## src/rtl/pwr_mode_pkg.sv

```systemverilog
package pwr_mode_pkg;

  typedef enum logic [1:0] {
    MODE_ACTIVE = 2'b00,
    MODE_PSAVE  = 2'b01,
    MODE_IDLE   = 2'b10,
    MODE_HALT   = 2'b11
  } pwrMode_t;

  // strobes from control to datapath
  typedef struct packed {
    logic     loadMode;
    pwrMode_t nextMode;
    logic     clrCnt;
    logic     incCnt;
    logic     settling;
  } ctlStrobe_t;

endpackage

```

## src/rtl/pwr_mode_fsm.sv

```systemverilog
module pwr_mode_fsm
  import pwr_mode_pkg::*;
(
  input  logic       clk,
  input  logic       rstN,
  input  logic       reqValid,
  input  logic [1:0] modeReq,
  input  logic       wakeReq,
  input  logic       slowTick,
  input  pwrMode_t   curMode,
  input  logic       cntDone,
  output ctlStrobe_t ctl
);

  typedef enum logic {ST_RUN, ST_SETTLE} ctlState_t;

  ctlState_t state, stateNxt;

  always_ff @(posedge clk or negedge rstN) begin
    if (!rstN) state <= ST_RUN;
    else       state <= stateNxt;
  end

  always_comb begin
    stateNxt     = state;
    ctl          = '0;
    ctl.nextMode = MODE_ACTIVE;
    ctl.settling = (state == ST_SETTLE);
    unique case (state)
      ST_RUN: begin
        if (curMode == MODE_ACTIVE) begin
          if (reqValid && (modeReq != MODE_ACTIVE)) begin
            ctl.loadMode = 1'b1;
            ctl.nextMode = pwrMode_t'(modeReq);
          end
        end else if (wakeReq) begin
          if (curMode == MODE_PSAVE) begin
            ctl.loadMode = 1'b1;          // fast oscillator still running
          end else begin
            ctl.clrCnt = 1'b1;            // oscillator restart needs settle
            stateNxt   = ST_SETTLE;
          end
        end
      end
      ST_SETTLE: begin
        if (cntDone) begin
          ctl.loadMode = 1'b1;
          stateNxt     = ST_RUN;
        end else if (slowTick) begin
          ctl.incCnt = 1'b1;
        end
      end
      default: stateNxt = ST_RUN;
    endcase
  end

  // a legal request from active lands on the next edge
  a_r2_req_taken: assert property (@(posedge clk) disable iff (!rstN)
    (state == ST_RUN && curMode == MODE_ACTIVE && reqValid && modeReq != 2'b00)
      |=> (curMode == $past(pwrMode_t'(modeReq))));

  // a low mode holds without a wake
  a_r3_low_mode_holds: assert property (@(posedge clk) disable iff (!rstN)
    (state == ST_RUN && curMode != MODE_ACTIVE && !wakeReq)
      |=> (curMode == $past(curMode)));

  // wake from power-save returns directly to active
  a_r8_psave_wake: assert property (@(posedge clk) disable iff (!rstN)
    (state == ST_RUN && curMode == MODE_PSAVE && wakeReq)
      |=> (curMode == MODE_ACTIVE && state == ST_RUN));

endmodule

```

## src/rtl/pwr_mode_dp.sv

```systemverilog
module pwr_mode_dp
  import pwr_mode_pkg::*;
#(
  parameter int SETTLE_W = 8,
  parameter int N_PERIPH = 4
)(
  input  logic                clk,
  input  logic                rstN,
  input  ctlStrobe_t          ctl,
  input  logic [SETTLE_W-1:0] settleCycles,
  input  logic [N_PERIPH-1:0] psKeep,
  output pwrMode_t            curMode,
  output logic                cntDone,
  output logic                ready,
  output logic                fastOscEn,
  output logic                fastClkEn,
  output logic                slowClkEn,
  output logic                cpuEn,
  output logic                timerEn,
  output logic [N_PERIPH-1:0] periphEn
);

  pwrMode_t            modeReg;
  logic [SETTLE_W-1:0] settleCnt;
  logic                fullOn, psaveOn;

  always_ff @(posedge clk or negedge rstN) begin
    if (!rstN)             modeReg <= MODE_ACTIVE;
    else if (ctl.loadMode) modeReg <= ctl.nextMode;
  end

  always_ff @(posedge clk or negedge rstN) begin
    if (!rstN)           settleCnt <= '0;
    else if (ctl.clrCnt) settleCnt <= '0;
    else if (ctl.incCnt) settleCnt <= settleCnt + 1'b1;
  end

  // >= keeps the wait bounded if settleCycles drops mid-phase
  assign cntDone = (settleCnt >= settleCycles);
  assign curMode = modeReg;

  always_comb begin
    fullOn    = 1'b0;
    psaveOn   = 1'b0;
    fastOscEn = 1'b0;
    fastClkEn = 1'b0;
    slowClkEn = 1'b0;
    cpuEn     = 1'b0;
    timerEn   = 1'b0;
    if (ctl.settling) begin
      fastOscEn = 1'b1;
      slowClkEn = 1'b1;
      timerEn   = 1'b1;
    end else begin
      unique case (modeReg)
        MODE_ACTIVE: begin
          fullOn    = 1'b1;
          fastOscEn = 1'b1;
          fastClkEn = 1'b1;
          slowClkEn = 1'b1;
          cpuEn     = 1'b1;
          timerEn   = 1'b1;
        end
        MODE_PSAVE: begin
          psaveOn   = 1'b1;
          fastOscEn = 1'b1;
          slowClkEn = 1'b1;
          cpuEn     = 1'b1;
          timerEn   = 1'b1;
        end
        MODE_IDLE: begin
          slowClkEn = 1'b1;
          timerEn   = 1'b1;
        end
        default: ;  // halt: everything low
      endcase
    end
  end

  assign ready = fullOn;

  for (genvar g = 0; g < N_PERIPH; g++) begin : g_periph
    assign periphEn[g] = fullOn | (psaveOn & psKeep[g]);
  end

  // CPU never enabled without the fast oscillator
  a_r10_cpu_needs_osc: assert property (@(posedge clk) disable iff (!rstN)
    cpuEn |-> fastOscEn);

  // during settle the CPU is held off and the mode is frozen
  a_r9_settle_cpu_off: assert property (@(posedge clk) disable iff (!rstN)
    ctl.settling |-> (!cpuEn && !ready && fastOscEn));

  a_r9_settle_mode_frozen: assert property (@(posedge clk) disable iff (!rstN)
    (ctl.settling && !ctl.loadMode) |=> (modeReg == $past(modeReg)));

endmodule

```

## src/rtl/pwr_mode_ctrl.sv

```systemverilog
module pwr_mode_ctrl
  import pwr_mode_pkg::*;
#(
  parameter int SETTLE_W = 8,
  parameter int N_PERIPH = 4
)(
  input  logic                clk,
  input  logic                rstN,
  input  logic [1:0]          modeReq,
  input  logic                reqValid,
  input  logic                wakeReq,
  input  logic                slowTick,
  input  logic [SETTLE_W-1:0] settleCycles,
  input  logic [N_PERIPH-1:0] psKeep,
  output logic [1:0]          modeCode,
  output logic                ready,
  output logic                fastOscEn,
  output logic                fastClkEn,
  output logic                slowClkEn,
  output logic                cpuEn,
  output logic                timerEn,
  output logic [N_PERIPH-1:0] periphEn
);

  ctlStrobe_t ctl;
  pwrMode_t   curMode;
  logic       cntDone;

  pwr_mode_fsm u_fsm (
    .clk      (clk),
    .rstN     (rstN),
    .reqValid (reqValid),
    .modeReq  (modeReq),
    .wakeReq  (wakeReq),
    .slowTick (slowTick),
    .curMode  (curMode),
    .cntDone  (cntDone),
    .ctl      (ctl)
  );

  pwr_mode_dp #(.SETTLE_W(SETTLE_W), .N_PERIPH(N_PERIPH)) u_dp (
    .clk          (clk),
    .rstN         (rstN),
    .ctl          (ctl),
    .settleCycles (settleCycles),
    .psKeep       (psKeep),
    .curMode      (curMode),
    .cntDone      (cntDone),
    .ready        (ready),
    .fastOscEn    (fastOscEn),
    .fastClkEn    (fastClkEn),
    .slowClkEn    (slowClkEn),
    .cpuEn        (cpuEn),
    .timerEn      (timerEn),
    .periphEn     (periphEn)
  );

  assign modeCode = curMode;

endmodule

```

## config.mk

```make
export PLATFORM = sky130hd
export DESIGN_NAME = pwr_mode_ctrl
export DESIGN_NICKNAME = d
export VERILOG_FILES = /design/src/rtl/pwr_mode_pkg.sv /design/src/rtl/pwr_mode_fsm.sv /design/src/rtl/pwr_mode_dp.sv /design/src/rtl/pwr_mode_ctrl.sv
export SDC_FILE = /design/constraint.sdc
export NUM_CORES = 1
export LEC_CHECK = 0
export CAP_MARGIN = 40
export CORE_UTILIZATION = 39
export DETAILED_ROUTE_END_ITERATION = 12
export PLACE_DENSITY = 0.84
export SYNTH_ARGS = -nofsm -noshare
export SYNTH_HDL_FRONTEND = slang
export SYNTH_HIERARCHICAL = 1
export SYNTH_SLANG_ARGS = --single-unit
```

## constraint.sdc

```tcl
create_clock -name clk -period 2.34 [get_ports clk]
set_clock_uncertainty 0.15 [all_clocks]
set_input_delay 0.702 -clock clk [delete_from_list [all_inputs] [get_ports clk]]
set_output_delay 0.702 -clock clk [all_outputs]
set_load 0.1 [all_outputs]
```

* Word level (Yosys, flattened, before mapping)
Index checks and enable logic that the tools add are counted.
** Storage, ports and cells
- Register bits after elaboration :: 11
- Logic and storage cells :: 48
** Operators by class
- Add/subtract/negate cells :: 1
- Order comparisons :: 1
- Equality and inequality tests :: 2
- Muxes and demuxes :: 26
- Bitwise operators :: 9
- Reduce and logical (&&, ||, !) cells :: 6
** Operators by type and width (count)
- two-way mux 1 bit :: 19
- two-way mux 8 bit :: 2
- adder 8 x 1 -> 8 bit, second input constant :: 1
- >= comparator 8 bit :: 1
- two-way mux 3 bit :: 2
- AND 1 bit :: 4
- bitwise OR 1 bit :: 4
- one-hot mux 1 bit (2 select lines) :: 2
- nonzero test 2 bit :: 2
- OR reduction 3 bit :: 1
- == test 2 x 1 -> 1 bit, second input constant :: 1
- == test 2 bit, second input constant :: 1
- logical NOT 2 bit :: 1
- two-way mux 2 bit :: 1
- OR reduction 2 bit :: 1
- logical AND 1 bit :: 1
- inverter 1 bit :: 1

* Depth between registers and ports, before layout
- Depth in word-level cells :: 6
- Gate-level depth with buffers :: 10
- Depth with buffers taken out :: 9

* By module
Netlist, hierarchy kept.
** Modules (own cells, without submodules)
- pwr_mode_dp :: times used 1, cells each 82, area each 725.7 µm², sequential area each 250.2 µm²
- pwr_mode_fsm :: times used 1, cells each 12, area each 127.6 µm², sequential area each 25.0 µm²

* Worst setup path after synthesis
Ideal clock, no wire load.
- Path kind :: flip-flop to output port
- Start :: register u_dp.modeReg[1] (netlist: u_dp/curMode[1])
- End :: output port ready
- Data arrival time :: 3.173 ns
- Data required time :: 1.488 ns
- Setup slack :: -1.685 ns
- Stages on the path, launching flop included :: 5
- Path through :: dfrtp_1 or2_2 clkbuf_1 nor2_1 buf_4
** On the way
- Longest elaborated chain between the ends :: 3
** Ends and longest elaborated chain
- start: declaration :: RTL line pwr_mode_dp.sv:23 : pwrMode_t modeReg;
- start signal: assignment :: RTL line pwr_mode_dp.sv:29 : else if (ctl.loadMode) modeReg <= ctl.nextMode;
- logical NOT 2 bit
- two-way mux 1 bit (2 in series)
- end: declaration :: RTL line pwr_mode_ctrl.sv:16 : output logic ready,
Every way passes these cells.

==> results by group <==
Status
  • Status: finished, violations left
  • Failing checks: negative setup slack

Setup path
  • Crit start category: input port
  • CP max FO: 3
  • Critical setup path kind: in2reg
  • Reg2reg end: u_dp/settleCnt[5]
  • R2R depth: 11
  • RR Startpoint: u_dp/settleCnt[5]
  • CP required: 2340 ps
  • Flop2flop setup slack: -220 ps
  • Critical Path End Type: flip-flop
  • CP arrival: about 2700 ps

Placement
  • Post-Place Cells: roughly 160
  • PortBufs: 30
  • Detailed Place HPWL: 1830 microns
  • Post-place setup slack: -1140 ps
  • Final Wtd Congestion: between 0.7 and 0.8

Synth
  • YS warnings: 6
  • Synth Net Count: around 120
  • Cell taking the most area after synthesis: dfrtp_1
  • Syn Area/Cell: 9.08 sq um
  • Ys flop type: dfrtp_1
  • Yosys top cell area share: about 32%
  • Synthesized instance count: 94
  • Distinct cell type count after synthesis: 33
  • Seq cells post-synth: 11
  • Synth top cells by count: 14 x inv_1, 11 x dfrtp_1, 9 x ha_1
  • Post-synth ARST share: 100%
  • Most frequent cell after synthesis: inv_1
  • Mapped cell area: between 800 and 900 sq um
  • Top post-synthesis cells by area: dfrtp_1 32%, ha_1 13%, inv_1 6.2%, a21oi_1 4.1%, buf_4 3.5%
  • Post-synth EDFFs: 0
  • Sequential area share after synthesis: ~32%

Cells and area
  • Fraction of layout cells with a size suffix above 1: around 60%
  • Final core occ: around 83%
  • Post-Layout Cell Count: between 150 and 200
  • Layout area overhead: 94.6%
  • Diode count: 0
  • Net count, final: between 150 and 200

Drt
  • Remaining DRCs: 0
  • DR pass1 iterations: 4
  • Drt total wl: between 3000 and 4000 microns
  • Wire per inst: 17.8 microns
  • Via count: about 910
  • Initial DRC count: 12
  • Antenna viol nets, final: 0
  • Via/cell ratio: ~5.4

Global routing
  • Initial antenna violation count: 0
  • First-pass GRT wire length: approximately 4800 microns
  • Largest net degree at the start of global routing: 12
  • Overflow after GRT: 0
  • Vias in the first global route: around 1,000
  • Tot GR Track Use: about 27%

Timing
  • Post-layout min period: roughly 2700 ps
  • Setup TNS: -1850 ps
  • Unrepaired setup endpoints after global routing: yes
  • Final period utilization: 116%
  • Final setup viols: 10
  • Worst Tran Pin Value: slightly above 500 ps
  • Final Hold Fails: 0
  • Max_slew headroom: 66.4%
  • Final max-slew violation count: 0
  • Final Worst Setup Slack: -368 ps
  • F_max: approximately 370 MHz

Die
  • Die height: slightly below 50 microns
  • Die Area: approximately 2400 sq um
  • Core Region: 2000 sq um
  • Die Width: 48.8 microns
  • Row count: 16
  • # IOs: 31
  • Starting density of the core: 42.6%

Clock tree
  • Reg clk slew, reported paths: ~70 ps
  • CTS H-tree lvls: 1
  • Clk_lat worst skew: 270 ps
  • Num Clock Sinks: 11
  • CTS buffer count: 3
  • CTS tree: done
  • CTS max path bufs: 2
  • Root Driver: clkbuf_4

Worst hold path
  • Hold path cells: 2
  • Hold path endpoint: u_dp/settleCnt[7]
  • Hold Path Class: reg2reg
  • Worst hold start: u_dp/settleCnt[7]

Flow run
  • Max-Cap Viols: 0
==> cell usage in the layout, fill, tap and decap left out, types with 3 or more instances in the layout <==
master | netlist | routed
clkdlybuf4s50_1 | 0 | 6
buf_2 | 0 | 3
a21oi_2 | 0 | 4
inv_2 | 0 | 4
inv_1 | 14 | 7
nand4_1 | 3 | 3
dfrtp_1 | 11 | 9
ha_4 | 0 | 5
a21o_1 | 3 | 3
buf_12 | 0 | 12
nor2_1 | 6 | 4
dlygate4sd2_1 | 0 | 6
buf_4 | 4 | 17
clkbuf_4 | 0 | 3
buf_6 | 0 | 5
==> layout make-up <==
class / instances / area, sq um
Multi-Input combinational cell: 63 / 689
Clock buffer: 4 / 26.3
Tap cell: 27 / 33.8
Sequential cell: 11 / 283
Timing Repair Buffer: 50 / 562
Inverter: 14 / 66.3
Fill cell: 107 / 342
==> worst max path at each step <==
stage                    startpoint  depth (start not counted)  slack [ps]                end
finish              settleCycles[2]                         13        -370  u_dp/settleCnt[5]
global route        settleCycles[2]                         13        -410  u_dp/settleCnt[5]
CTS                 settleCycles[6]                         12        -240  u_dp/settleCnt[5]
detailed placement  settleCycles[4]                         11       -1140  u_dp/settleCnt[7]
global placement    settleCycles[4]                         11        -810  u_dp/settleCnt[7]
floorplan           u_dp/curMode[0]                          2        -540            timerEn
==> timing repair <==
action	CTS	global route
buffers inserted	6	2
setup endpoints to repair	17	13
endpoints found under the hold margin	0	0
resized for setup	44	12
hold buffers	0	0
pin swaps	27	17
==> through the flow <==
stage,hold WS (ps),area (sq um)
after floorplan,256,977
after global placement,451,1470
after detailed placement,489,1470
after CTS,508,1590
after global routing,547,1660
final,534,1660
==> metal layers <==
metal	part of all wire (%)	vias to the layer above	GRT usage, %
met4	3.0	0	16.7
met3	2.8	10	4.36
met2	54	26	48.8
met1	40	452	29.9
met5	0	-	0
li1	-	417	-
==> sequential cells by signal, indices dropped and copies added (netlist names) <==
signal          flops
u_dp/settleCnt      8
u_dp/curMode        2
u_fsm/state         1
==> cells by family after synthesis <==
logic type / Yosys count / share of synthesized area, %
fa+ha+maj: 9 / 13.2
simple gates: 28 / 22.4
mux: 3 / 3.81
xor+xnor: 4 / 4.11
buf+inv: 20 / 10.6
flops: 11 / 32.3
compound gates: 19 / 13.6
==> critical path, stage by stage <==
cell and delay, ps:
clkdlybuf4s15_1 190, inv_2 60, ha_4 230, a21o_1 200, a31oi_4 160, o21ai_2 110
nor3b_2 230, buf_4 170, buf_6 120, nand3_2 70, buf_4 140, o21ai_0 200
a21oi_1 110
Power is not shown: default switching activity piles up to over one toggle a cycle in this logic, so the estimate is an artifact.
